### src/rtl/agu_pkg.sv
package agu_pkg;
  typedef enum logic [2:0] {
    MODE_REG_IMM  = 3'd0,
    MODE_BASE_IDX = 3'd1,
    MODE_REG_EXT  = 3'd2,
    MODE_INDIRECT = 3'd3,
    MODE_PRE_INC  = 3'd4,
    MODE_PRE_DEC  = 3'd5,
    MODE_POST_INC = 3'd6,
    MODE_POST_DEC = 3'd7
  } aguMode_e;

  typedef struct packed {
    logic capDirect;  // latch a computed address this edge
    logic capFetch;   // latch the pointer address, start waiting
    logic capPtr;     // latch the returned pointer as the address
  } aguStrobe_t;
endpackage

### src/rtl/agu_ctrl.sv
module agu_ctrl
  import agu_pkg::*;
(
  input  logic       clk,
  input  logic       rstN,
  input  logic       reqValid,
  input  logic [2:0] mode,
  input  logic       fetchValid,
  output aguStrobe_t strobe,
  output logic       fetchReq,
  output logic       addrValid,
  output logic       wbEn
);
  typedef enum logic {ST_IDLE, ST_WAIT} ctrlState_e;
  ctrlState_e state;
  aguMode_e   modeSel;
  logic       isModify;

  always_comb begin
    modeSel          = aguMode_e'(mode);
    isModify         = mode[2];
    strobe.capDirect = (state == ST_IDLE) && reqValid && (modeSel != MODE_INDIRECT);
    strobe.capFetch  = (state == ST_IDLE) && reqValid && (modeSel == MODE_INDIRECT);
    strobe.capPtr    = (state == ST_WAIT) && fetchValid;
  end

  always_ff @(posedge clk or negedge rstN) begin
    if (!rstN) begin
      state     <= ST_IDLE;
      addrValid <= 1'b0;
      wbEn      <= 1'b0;
    end else begin
      addrValid <= strobe.capDirect || strobe.capPtr;
      wbEn      <= strobe.capDirect && isModify;
      if (strobe.capFetch)    state <= ST_WAIT;
      else if (strobe.capPtr) state <= ST_IDLE;
    end
  end

  assign fetchReq = (state == ST_WAIT);
endmodule

### src/rtl/agu_datapath.sv
module agu_datapath
  import agu_pkg::*;
#(
  parameter int ADDR_W = 16
) (
  input  logic              clk,
  input  logic              rstN,
  input  aguStrobe_t        strobe,
  input  logic [2:0]        mode,
  input  logic [ADDR_W-1:0] baseVal,
  input  logic [ADDR_W-1:0] indexVal,
  input  logic [ADDR_W-1:0] immField,
  input  logic [ADDR_W-1:0] extWord,
  input  logic [1:0]        opSize,
  input  logic [ADDR_W-1:0] fetchData,
  output logic [ADDR_W-1:0] fetchAddr,
  output logic [ADDR_W-1:0] effAddr,
  output logic [ADDR_W-1:0] wbValue
);
  localparam logic [ADDR_W-1:0] STEP_BYTE = ADDR_W'(1);
  localparam logic [ADDR_W-1:0] STEP_HALF = ADDR_W'(2);
  localparam logic [ADDR_W-1:0] STEP_WORD = ADDR_W'(4);

  logic [ADDR_W-1:0] stepVal, modifiedVal, directAddr;
  aguMode_e          modeSel;

  always_comb begin
    modeSel = aguMode_e'(mode);
    unique case (opSize)
      2'd0:    stepVal = STEP_BYTE;
      2'd1:    stepVal = STEP_HALF;
      default: stepVal = STEP_WORD;
    endcase
    modifiedVal = mode[0] ? (baseVal - stepVal) : (baseVal + stepVal);
    unique case (modeSel)
      MODE_REG_IMM:                directAddr = baseVal + immField;
      MODE_BASE_IDX:               directAddr = baseVal + indexVal;
      MODE_REG_EXT:                directAddr = baseVal + extWord;
      MODE_PRE_INC, MODE_PRE_DEC:  directAddr = modifiedVal;
      default:                     directAddr = baseVal;
    endcase
  end

  always_ff @(posedge clk or negedge rstN) begin
    if (!rstN) begin
      fetchAddr <= '0;
      effAddr   <= '0;
      wbValue   <= '0;
    end else begin
      if (strobe.capFetch) fetchAddr <= baseVal;
      if (strobe.capDirect) begin
        effAddr <= directAddr;
        wbValue <= modifiedVal;
      end else if (strobe.capPtr) begin
        effAddr <= fetchData;
      end
    end
  end
endmodule

### src/rtl/addr_gen_unit.sv
module addr_gen_unit
  import agu_pkg::*;
#(
  parameter int ADDR_W = 16
) (
  input  logic              clk,
  input  logic              rstN,
  input  logic              reqValid,
  input  logic [2:0]        mode,
  input  logic [ADDR_W-1:0] baseVal,
  input  logic [ADDR_W-1:0] indexVal,
  input  logic [ADDR_W-1:0] immField,
  input  logic [ADDR_W-1:0] extWord,
  input  logic [1:0]        opSize,
  input  logic [ADDR_W-1:0] fetchData,
  input  logic              fetchValid,
  output logic              fetchReq,
  output logic [ADDR_W-1:0] fetchAddr,
  output logic [ADDR_W-1:0] effAddr,
  output logic              addrValid,
  output logic [ADDR_W-1:0] wbValue,
  output logic              wbEn
);
  aguStrobe_t strobe;

  agu_ctrl u_ctrl (
    .clk(clk), .rstN(rstN), .reqValid(reqValid), .mode(mode),
    .fetchValid(fetchValid), .strobe(strobe), .fetchReq(fetchReq),
    .addrValid(addrValid), .wbEn(wbEn)
  );

  agu_datapath #(.ADDR_W(ADDR_W)) u_dp (
    .clk(clk), .rstN(rstN), .strobe(strobe), .mode(mode),
    .baseVal(baseVal), .indexVal(indexVal), .immField(immField),
    .extWord(extWord), .opSize(opSize), .fetchData(fetchData),
    .fetchAddr(fetchAddr), .effAddr(effAddr), .wbValue(wbValue)
  );
endmodule

### config.mk
export PLATFORM = sky130hd
export DESIGN_NAME = addr_gen_unit
export DESIGN_NICKNAME = d
export VERILOG_FILES = /design/src/rtl/agu_pkg.sv /design/src/rtl/agu_ctrl.sv /design/src/rtl/agu_datapath.sv /design/src/rtl/addr_gen_unit.sv
export SDC_FILE = /design/constraint.sdc
export NUM_CORES = 1
export LEC_CHECK = 0
export ABC_AREA = 1
export BUFFER_PORTS_ARGS = -buffer_cell sky130_fd_sc_hd__buf_2
export CAP_MARGIN = 20
export CORE_ASPECT_RATIO = 1.25
export CORE_UTILIZATION = 48
export DETAILED_ROUTE_END_ITERATION = 8
export GPL_TIMING_DRIVEN = 0
export PLACE_DENSITY = 0.86
export SKIP_CTS_REPAIR_TIMING = 1
export SLEW_MARGIN = 20
export SYNTH_ARGS = -nofsm -noshare
export SYNTH_HDL_FRONTEND = slang
export SYNTH_HIERARCHICAL = 1
export SYNTH_SLANG_ARGS = --single-unit
### constraint.sdc
create_clock -name clk -period 1.6 [get_ports clk]
set_input_delay 0.48 -clock clk [delete_from_list [all_inputs] [get_ports clk]]
set_output_delay 0.48 -clock clk [all_outputs]
set_load 0.05 [all_outputs]
Word level (Yosys, flattened, before mapping) --
Cells that the tools add are included.
Cells by class: add/subtract/negate cells 5, equal/unequal tests 7, multiplexer cells 7, bitwise operators 1, reductions and logical operators 11
Operators by type and width (count):
- case mux 16 bit (4 select lines) | 1
- adder 16 bit | 3
- two-way mux 16 bit | 3
- adder 16 x 3 -> 16 bit | 1
- subtractor 16 x 3 -> 16 bit | 1
- == test 3 x 2 -> 1 bit, second input constant | 2
- == test 3 bit, second input constant | 2
- case mux 3 bit (2 select lines) | 1
- logical AND 1 bit | 5
- nonzero test 2 bit | 2
- == test 3 x 1 -> 1 bit, second input constant | 1
- zero test 3 bit | 1
- inequality test 3 x 2 -> 1 bit, second input constant | 1
- == test 2 x 1 -> 1 bit, second input constant | 1
- zero test 2 bit | 1
- two-way mux 1 bit | 2
- OR reduction 2 bit | 1
- logical OR 1 bit | 1
- NOT 1 bit | 1
Word-level totals: register bits after elaboration 51, input port bits 89, output and inout bits 51, word-level logic and storage cells 37

Logic depth before layout (Yosys ltp) --
Gate-level depths: netlist of run 1.
word-level depth 6, gate-level depth with buffers 23, depth with buffers taken out 21

By module --
Netlist of run 1, hierarchy kept.
Modules (own cells, without submodules):
- agu_datapath | instances 1, cells each 701, area each 4438.0 µm², sequential area each 1201.2 µm²
- agu_ctrl | instances 1, cells each 21, area each 146.4 µm², sequential area each 75.1 µm²

Least setup slack after synthesis of run 1 --
No wires, ideal clock.
path kind input to register, start point input port mode[0], end point register u_dp.effAddr[14], setup time 0.118 ns, data arrival time 2.598 ns, data required time 1.482 ns, setup slack -1.116 ns, stages 21, path buffers 2, cell sequence buf_6 -> a21oi_4 -> nand2_2 -> inv_1 -> buf_2 -> o21ai_1 -> inv_1 -> ha_1 -> inv_1 -> fa_1 -> nand3b_1 -> nand2_1 -> nand2_1 -> nand2_1 -> nand2_1 -> nand2_1 -> nand2_1 -> nand3_1 -> nand3_1 -> nand2_1 -> nand2_1
On the way: word-level cells in the longest chain between the ends 4, elaborated cells on any way between the ends 12, classes of those cells 5 x eq/ne; 3 x mux; 4 x reduce/logical
Ends and longest elaborated chain:
- start: declaration | RTL line addr_gen_unit.sv:9 | input logic [2:0] mode,
- == test 3 bit | RTL line agu_datapath.sv:35 | unique case (modeSel)
- OR reduction 2 bit | RTL line agu_datapath.sv:35
- case mux 16 bit (4 select lines) | RTL line agu_datapath.sv:35
- two-way mux 16 bit | RTL line agu_datapath.sv:51 | if (strobe.capDirect) begin
- end signal: assignment | RTL line agu_datapath.sv:52 | effAddr <= directAddr;
- end signal: assignment | RTL line agu_datapath.sv:55 | effAddr <= fetchData;
- end: declaration | RTL line agu_datapath.sv:17 | output logic [ADDR_W-1:0] effAddr,
Several ways; a longest one is shown, not always the timed one. A chain may end at the register's enable or synchronous reset.

Worst setup path in the final report of run 1 --
start point input port mode[1], end point register u_dp.effAddr[6]
The elaborated chain is that of the path after synthesis.

==> results by group, run 1 <==
Status
  – Run status: complete, but fails checks
  – Failing checks: negative setup slack

Finish
  – Number of cells in the finished layout apart from fillers: 1,024
  – Fraction of layout instances using a drive strength above 1: 37.18%
  – Share of the core filled with cells: 71.24%
  – Synth-to-Final Area Change: 43.31%
  – Final Cell Area: 6570 um2
  – Final Net Count: 1,024
  – Ant. Diodes: 0

Critical path
  – Number of cells on the worst reg-to-reg path: 8
  – Cell count along the critical path: 20
  – Capturing element type of the critical path: flop
  – Critical path data required time: 1.78 ns
  – CP max stage cell: fa_2
  – Worst flop-to-flop path endpoint: u_dp/effAddr[15]
  – Worst Path Buf+Inv: 5
  – Worst Path Class, Setup: in2reg
  – Data arrival time at the worst-slack endpoint: 3.01 ns
  – Maximum cell stage delay along the critical path: 0.36 ns
  – Highest fanout seen on the critical path: 6
  – Setup crit start kind: primary input
  – Worst r2r src: u_ctrl/fetchReq
  – Cell occurring most often along the worst timing path: nand2_2
  – Reg2reg setup slack: -0.22 ns
  – Crit-path cells: buf_6 -> inv_4 -> nor3_4 -> buf_6 -> nand2_2 -> nand3_2 -> o21ai_1 -> inv_1 -> ha_4 -> inv_2 -> fa_2 -> nand3b_1 -> nand2_2 -> nand2_2 -> nand2_4 -> a21oi_1 -> o21ai_1 -> nand4_1 -> nand2_1 -> nand2_1
  – CP top delay family: simple AND/OR/NAND/NOR gates
  – Capturing element of the worst setup path: u_dp/effAddr[6]
  – CP startpoint: mode[1]

Synthesis
  – Cells after Synth: 722
  – Mean post-synth cell area: 6.350 um2
  – Count of yosys warnings during synthesis: 6
  – Fraction of synthesis flops using an asynchronous set or reset pin: 100.0%
  – Number of library cell types mapped by synthesis: 38
  – Synthesized Nets: 846
  – Netlist Area Pre-Place: 4584 um2
  – Most used flip-flop cell after synthesis: dfrtp_1
  – Post-synthesis register bit count: 51
  – Count of flip-flops with a built-in enable after synthesis: 0
  – Part of the Yosys area used for sequential elements: 27.84%

Timing
  – Final Hold Violating Endpoints: 0
  – Maximum achievable frequency: 353.2 MHz
  – Time the worst path needs with I/O delays and setup: 2.831 ns
  – Total count of max-transition violations in the final report: 0
  – Worst setup margin: -1.231 ns
  – Ratio of final minimum period to clock period: 177.0%
  – Setup Viol. Count Final: 31
  – Max-Slew Margin vs Limit: 55.08%
  – Unrepaired setup endpoints after global routing: true
  – Transition time at the pin with the least slew margin: 0.6738 ns
  – Fin Clk Skew: 0.01556 ns

Route
  – Wire length per cell: 16.25 um
  – Detailed Route Iter0 Violations: 562
  – DR pass1 iterations: 6
  – DRT Wirelength: 16.64 mm
  – Via count of the routed design: 5,699
  – Routed via count divided by cell count: 5.565
  – DRC: 0
  – Post-detailed-route count of antenna-violating nets: 0

Place
  – IO buf count: 139
  – Placed cells: 984
  – Detailed placement HPWL: 10.72 mm
  – Pre-CTS worst setup slack: -1.779 ns
  – Placed Instance Area: 5500 um2
  – Gpl congestion: 0.8991

Power and ir drop
  – Worst voltage drop across the vdd grid: 545.6 uV
  – Ratio of total power to cell area: 967.2 nW/um2
  – Power after layout: 6354 uW
  – Leakage power total: 0.003545 uW

Clock tree
  – CTS tree: done
  – Longest Clk Path Bufs: 2
  – Number of sinks driven by the clock tree: 51
  – TritonCTS Buffers: 5
  – Clock latency at the later pin of the worst-skew pair: 0.30 ns
  – H-tree depth: 2
  – Root cell of the clock tree: clkbuf_16
  – Clock-pin slew on the worst setup and hold paths: 0.08 ns

Global routing
  – Initial antenna violation count: 0
  – Via count of the first global-routing pass: 4,756
  – Total congestion overflow after global routing: 0
  – Maximum number of pins on one net before global-route repair: 52
  – Global-route wire length before repair: 21.48 mm
  – Combined global-route utilization of all metal layers: 27.58%

Floorplan
  – Row count: 39
  – Placeable Area: 9223 um2
  – Initial core utilization: 49.71%
  – Number of top-level pins: 140
  – Die Y: 111.3 um
  – Area of the die: 9948 um2
  – DIE WIDTH: 89.41 um

Worst hold path
  – Hold Path Class: in2async

Flow run
  – Max capacitance violation total: 0
-- kinds of logic after synthesis --
group	share of synthesized area, %
fa+ha+maj	9.880
flops	27.84
compound gates	9.798
mux	2.211
simple gates	38.05
buf+inv	10.70
xor+xnor	1.528
-- metrics by stage --
step           hold WS (ns)  TNS, ns
2_1_floorplan        0.1844   -21.85
3_3_place_gp         0.4583   -42.10
3_5_place_dp         0.4601   -43.76
4_1_cts              0.2393   -30.30
5_1_grt              0.2482   -25.79
6_report             0.1941   -22.61
-- worst min-delay path by stage --
stage | from | end | slack [ns] | cells past startpoint
global placement | u_dp/wbValue[1] | u_dp/wbValue[1] | 0.46 | 2
finish | rstN | u_dp/fetchAddr[4] | 0.19 | 1
floorplan | rstN | u_ctrl/addrValid | 0.18 | 0
CTS | rstN | u_dp/fetchAddr[4] | 0.24 | 1
global route | rstN | u_dp/fetchAddr[4] | 0.25 | 1
detailed placement | u_dp/wbValue[1] | u_dp/wbValue[1] | 0.46 | 2
-- power breakdown --
group | switching (uW) | leakage [uW] | internal, uW
registers | 136 | 0.000610 | 1550
logic | 2330 | 0.00285 | 1070
clock network | 490 | 0.0000868 | 779
total | 2960 | 0.00355 | 3390
-- Yosys cell counts (7+ instances only) --
library cell / n / area share (%)
a21oi_1: 38 / 4.1
o21ai_0: 31 / 3.4
ha_1: 33 / 9.0
nand3b_1: 7 / 1.1
nand3_1: 75 / 8.2
mux2_2: 9 / 2.2
nor2_1: 51 / 4.2
inv_1: 97 / 7.9
clkbuf_1: 7 / 0.57
nand2_1: 265 / 22
dfrtp_1: 51 / 28
-- cells in the final DEF, fill, tap and decap left out, types with 3 or more instances in the layout --
master,netlist,final
nand3b_1,7,7
a21oi_1,38,26
nand2_2,3,39
xnor2_2,0,4
o21ai_0,31,15
mux2_2,9,9
ha_1,33,16
nand2_4,0,6
buf_4,4,34
o21ai_1,5,18
dfrtp_1,51,50
nand4_1,4,4
inv_1,97,85
buf_2,5,135
ha_4,0,15
nor2_1,51,46
clkbuf_16,0,5
inv_4,0,4
o21ai_4,0,4
nand3_2,0,18
nor2_2,2,5
clkbuf_1,7,3
buf_6,1,9
inv_2,1,9
or2_1,3,3
nand2_1,265,223
clkbuf_2,0,3
nand3_1,75,57
a21oi_2,0,12
nor3_1,4,3
-- registers in the layout (all words and copies together) (netlist names) --
register and flops:
u_dp/effAddr 16, u_dp/wbValue 16, u_ctrl/wbEn 1, u_dp/fetchAddr 16, u_ctrl/addrValid 1, u_ctrl/fetchReq 1
-- layout make-up --
type	count	area [um2]
multi-input combinational	553	3425
fill	686	2653
sequential	51	1277
timing repair buffer	171	985.9
inverter	99	385.4
buffer	19	168.9
tap	123	153.9
clock buffer	6	138.9
clock inverter	2	35.03
-- metal layers --
| metal | share of wire (%) | global-route usage, % | up-vias |
|---|---|---|---|
| met5 | 0 | 0 | - |
| met4 | 6.0 | 11.22 | 0 |
| met3 | 7.9 | 2.978 | 97 |
| met2 | 49 | 48.19 | 377 |
| met1 | 37 | 33.63 | 2571 |
| li1 | - | - | 2654 |
Note: power is estimated with default switching activity, not from simulation.
==> run 2: changes to the inputs <==
- GPL_TIMING_DRIVEN: 0 -> unset
==> results by group, run 2 (synthesis results as in run 1) <==
Global routing
  – Maximum number of pins on one net before global-route repair: 41
  – Global-route wire length before repair: 24.52 mm
  – Via count of the first global-routing pass: 5,513
  – Initial antenna violation count: 0
  – Combined global-route utilization of all metal layers: 31.49%
  – Total congestion overflow after global routing: 0

Critical path
  – Worst flop-to-flop path endpoint: u_dp/effAddr[7]
  – Highest fanout seen on the critical path: 5
  – Data arrival time at the worst-slack endpoint: 2.88 ns
  – Worst r2r src: u_ctrl/fetchReq
  – Setup crit start kind: primary input
  – Critical path data required time: 1.80 ns
  – Number of cells on the worst reg-to-reg path: 8
  – Worst Path Class, Setup: in2reg
  – Capturing element type of the critical path: flop
  – Reg2reg setup slack: -0.07 ns

Route
  – Routed via count divided by cell count: 5.873
  – Detailed Route Iter0 Violations: 889
  – DRT Wirelength: 20.52 mm
  – Via count of the routed design: 6,496
  – Wire length per cell: 18.55 um
  – Post-detailed-route count of antenna-violating nets: 0
  – DRC: 0
  – DR pass1 iterations: 9

Floorplan
  – Initial core utilization: 49.71%
  – Placeable Area: 9223 um2
  – Area of the die: 9948 um2
  – Number of top-level pins: 140
  – Die Y: 111.3 um
  – Row count: 39
  – DIE WIDTH: 89.41 um

Finish
  – Top flop regs: u_dp/effAddr (16), u_dp/fetchAddr (16), u_dp/wbValue (16)
  – Synth-to-Final Area Change: 59.28%
  – Share of the core filled with cells: 79.18%
  – Fraction of layout instances using a drive strength above 1: 43.95%
  – Final Net Count: 1,106
  – Ant. Diodes: 0
  – Top library cells by usage in the layout, fill and taps aside: nand2_1, buf_2, buf_4, inv_1, nand3_1
  – Most common cell after layout, fill and taps aside: nand2_1

Power and ir drop
  – Worst voltage drop across the vdd grid: 600.9 uV
  – Ratio of total power to cell area: 932.6 nW/um2
  – Leakage power total: 0.003977 uW
  – Power after layout: 6810 uW

Status
  – Run status: complete, but fails checks
  – Failing checks: negative setup slack

Clock tree
  – CTS tree: done
  – Number of sinks driven by the clock tree: 51
  – Clock latency at the later pin of the worst-skew pair: 0.31 ns
  – H-tree depth: 2
  – Root cell of the clock tree: clkbuf_16
  – Longest Clk Path Bufs: 2
  – TritonCTS Buffers: 5
  – Clock-pin slew on the worst setup and hold paths: 0.08 ns

Flow run
  – Max capacitance violation total: 0

Place
  – Gpl congestion: 0.9427
  – Detailed placement HPWL: 11.93 mm
  – IO buf count: 139

Timing
  – Ratio of final minimum period to clock period: 167.4%
  – Maximum achievable frequency: 373.3 MHz
  – Time the worst path needs with I/O delays and setup: 2.679 ns
  – Worst setup margin: -1.079 ns
  – Fin Clk Skew: 0.009852 ns
  – Final Hold Violating Endpoints: 0
  – Transition time at the pin with the least slew margin: 0.7014 ns
  – Max-Slew Margin vs Limit: 53.24%
  – Unrepaired setup endpoints after global routing: true
  – Setup Viol. Count Final: 31
  – Total count of max-transition violations in the final report: 0
  – Total Neg Setup Slack: -22.57 ns

Worst hold path
  – Hold Path Class: in2async
[run 2: critical path, stage by stage]
cell      delay [ns]
buf_8           0.11
buf_6           0.11
nor3_4          0.24
nand2_1         0.10
nand3_1         0.10
o21ai_1         0.07
inv_1           0.06
ha_2            0.19
inv_2           0.05
fa_2            0.37
nand3b_1        0.19
nand2_2         0.11
nand2_2         0.08
nand2_4         0.10
nand2_2         0.07
nand2_1         0.06
nand2_1         0.06
nand3_2         0.07
nand3_2         0.11
nand2_2         0.10
nand2_2         0.05
[run 2: worst max path at each step]
stage                     cells past startpoint  startpoint          endpoint  slack [ns]
after floorplan                              21     mode[0]  u_dp/effAddr[14]       -1.01
after global placement                       20     mode[1]  u_dp/effAddr[14]       -1.39
after detailed placement                     20     mode[1]  u_dp/effAddr[14]       -1.40
after CTS                                    20     mode[1]  u_dp/effAddr[14]       -1.10
after global routing                         21     mode[0]  u_dp/effAddr[10]       -1.19
final                                        21     mode[0]  u_dp/effAddr[10]       -1.08
[run 2: per-layer routing]
metal | track usage, % | up-vias | wire length (um)
li1 | - | 2814 | -
met1 | 37.55 | 2902 | 6649
met2 | 54.50 | 584 | 9615
met3 | 4.542 | 196 | 2327
met4 | 14.18 | 0 | 1930
met5 | 0 | - | 0
[run 2: power breakdown]
group | leakage [uW] | switching, uW | internal, uW
Sequential | 0.000610 | 148 | 1550
Combinational | 0.00330 | 2590 | 1400
Clock | 0.0000658 | 544 | 579
Total | 0.00398 | 3280 | 3530
[run 2: stage by stage]
| step | setup slack, ns | cell area [um2] | instances | hold slack [ns] |
|---|---|---|---|---|
| final | -1.079 | 7302 | 1106 | 0.08493 |
| after global placement | -1.395 | 6326 | 1086 | 0.4172 |
| after detailed placement | -1.404 | 6326 | 1086 | 0.4186 |
| after CTS | -1.104 | 6471 | 1094 | 0.09636 |
| after global routing | -1.191 | 7302 | 1106 | 0.1023 |
| after floorplan | -1.010 | 4648 | 722 | 0.1844 |
[run 2: layout make-up]
type / instances / area, um2
sequential: 51 / 1277
timing repair inverter: 1 / 11.26
timing repair buffer: 271 / 1836
clock inverter: 3 / 20.02
inverter: 99 / 389.1
clock buffer: 5 / 125.1
fill: 560 / 1921
tap: 123 / 153.9
multi-input combinational: 553 / 3490
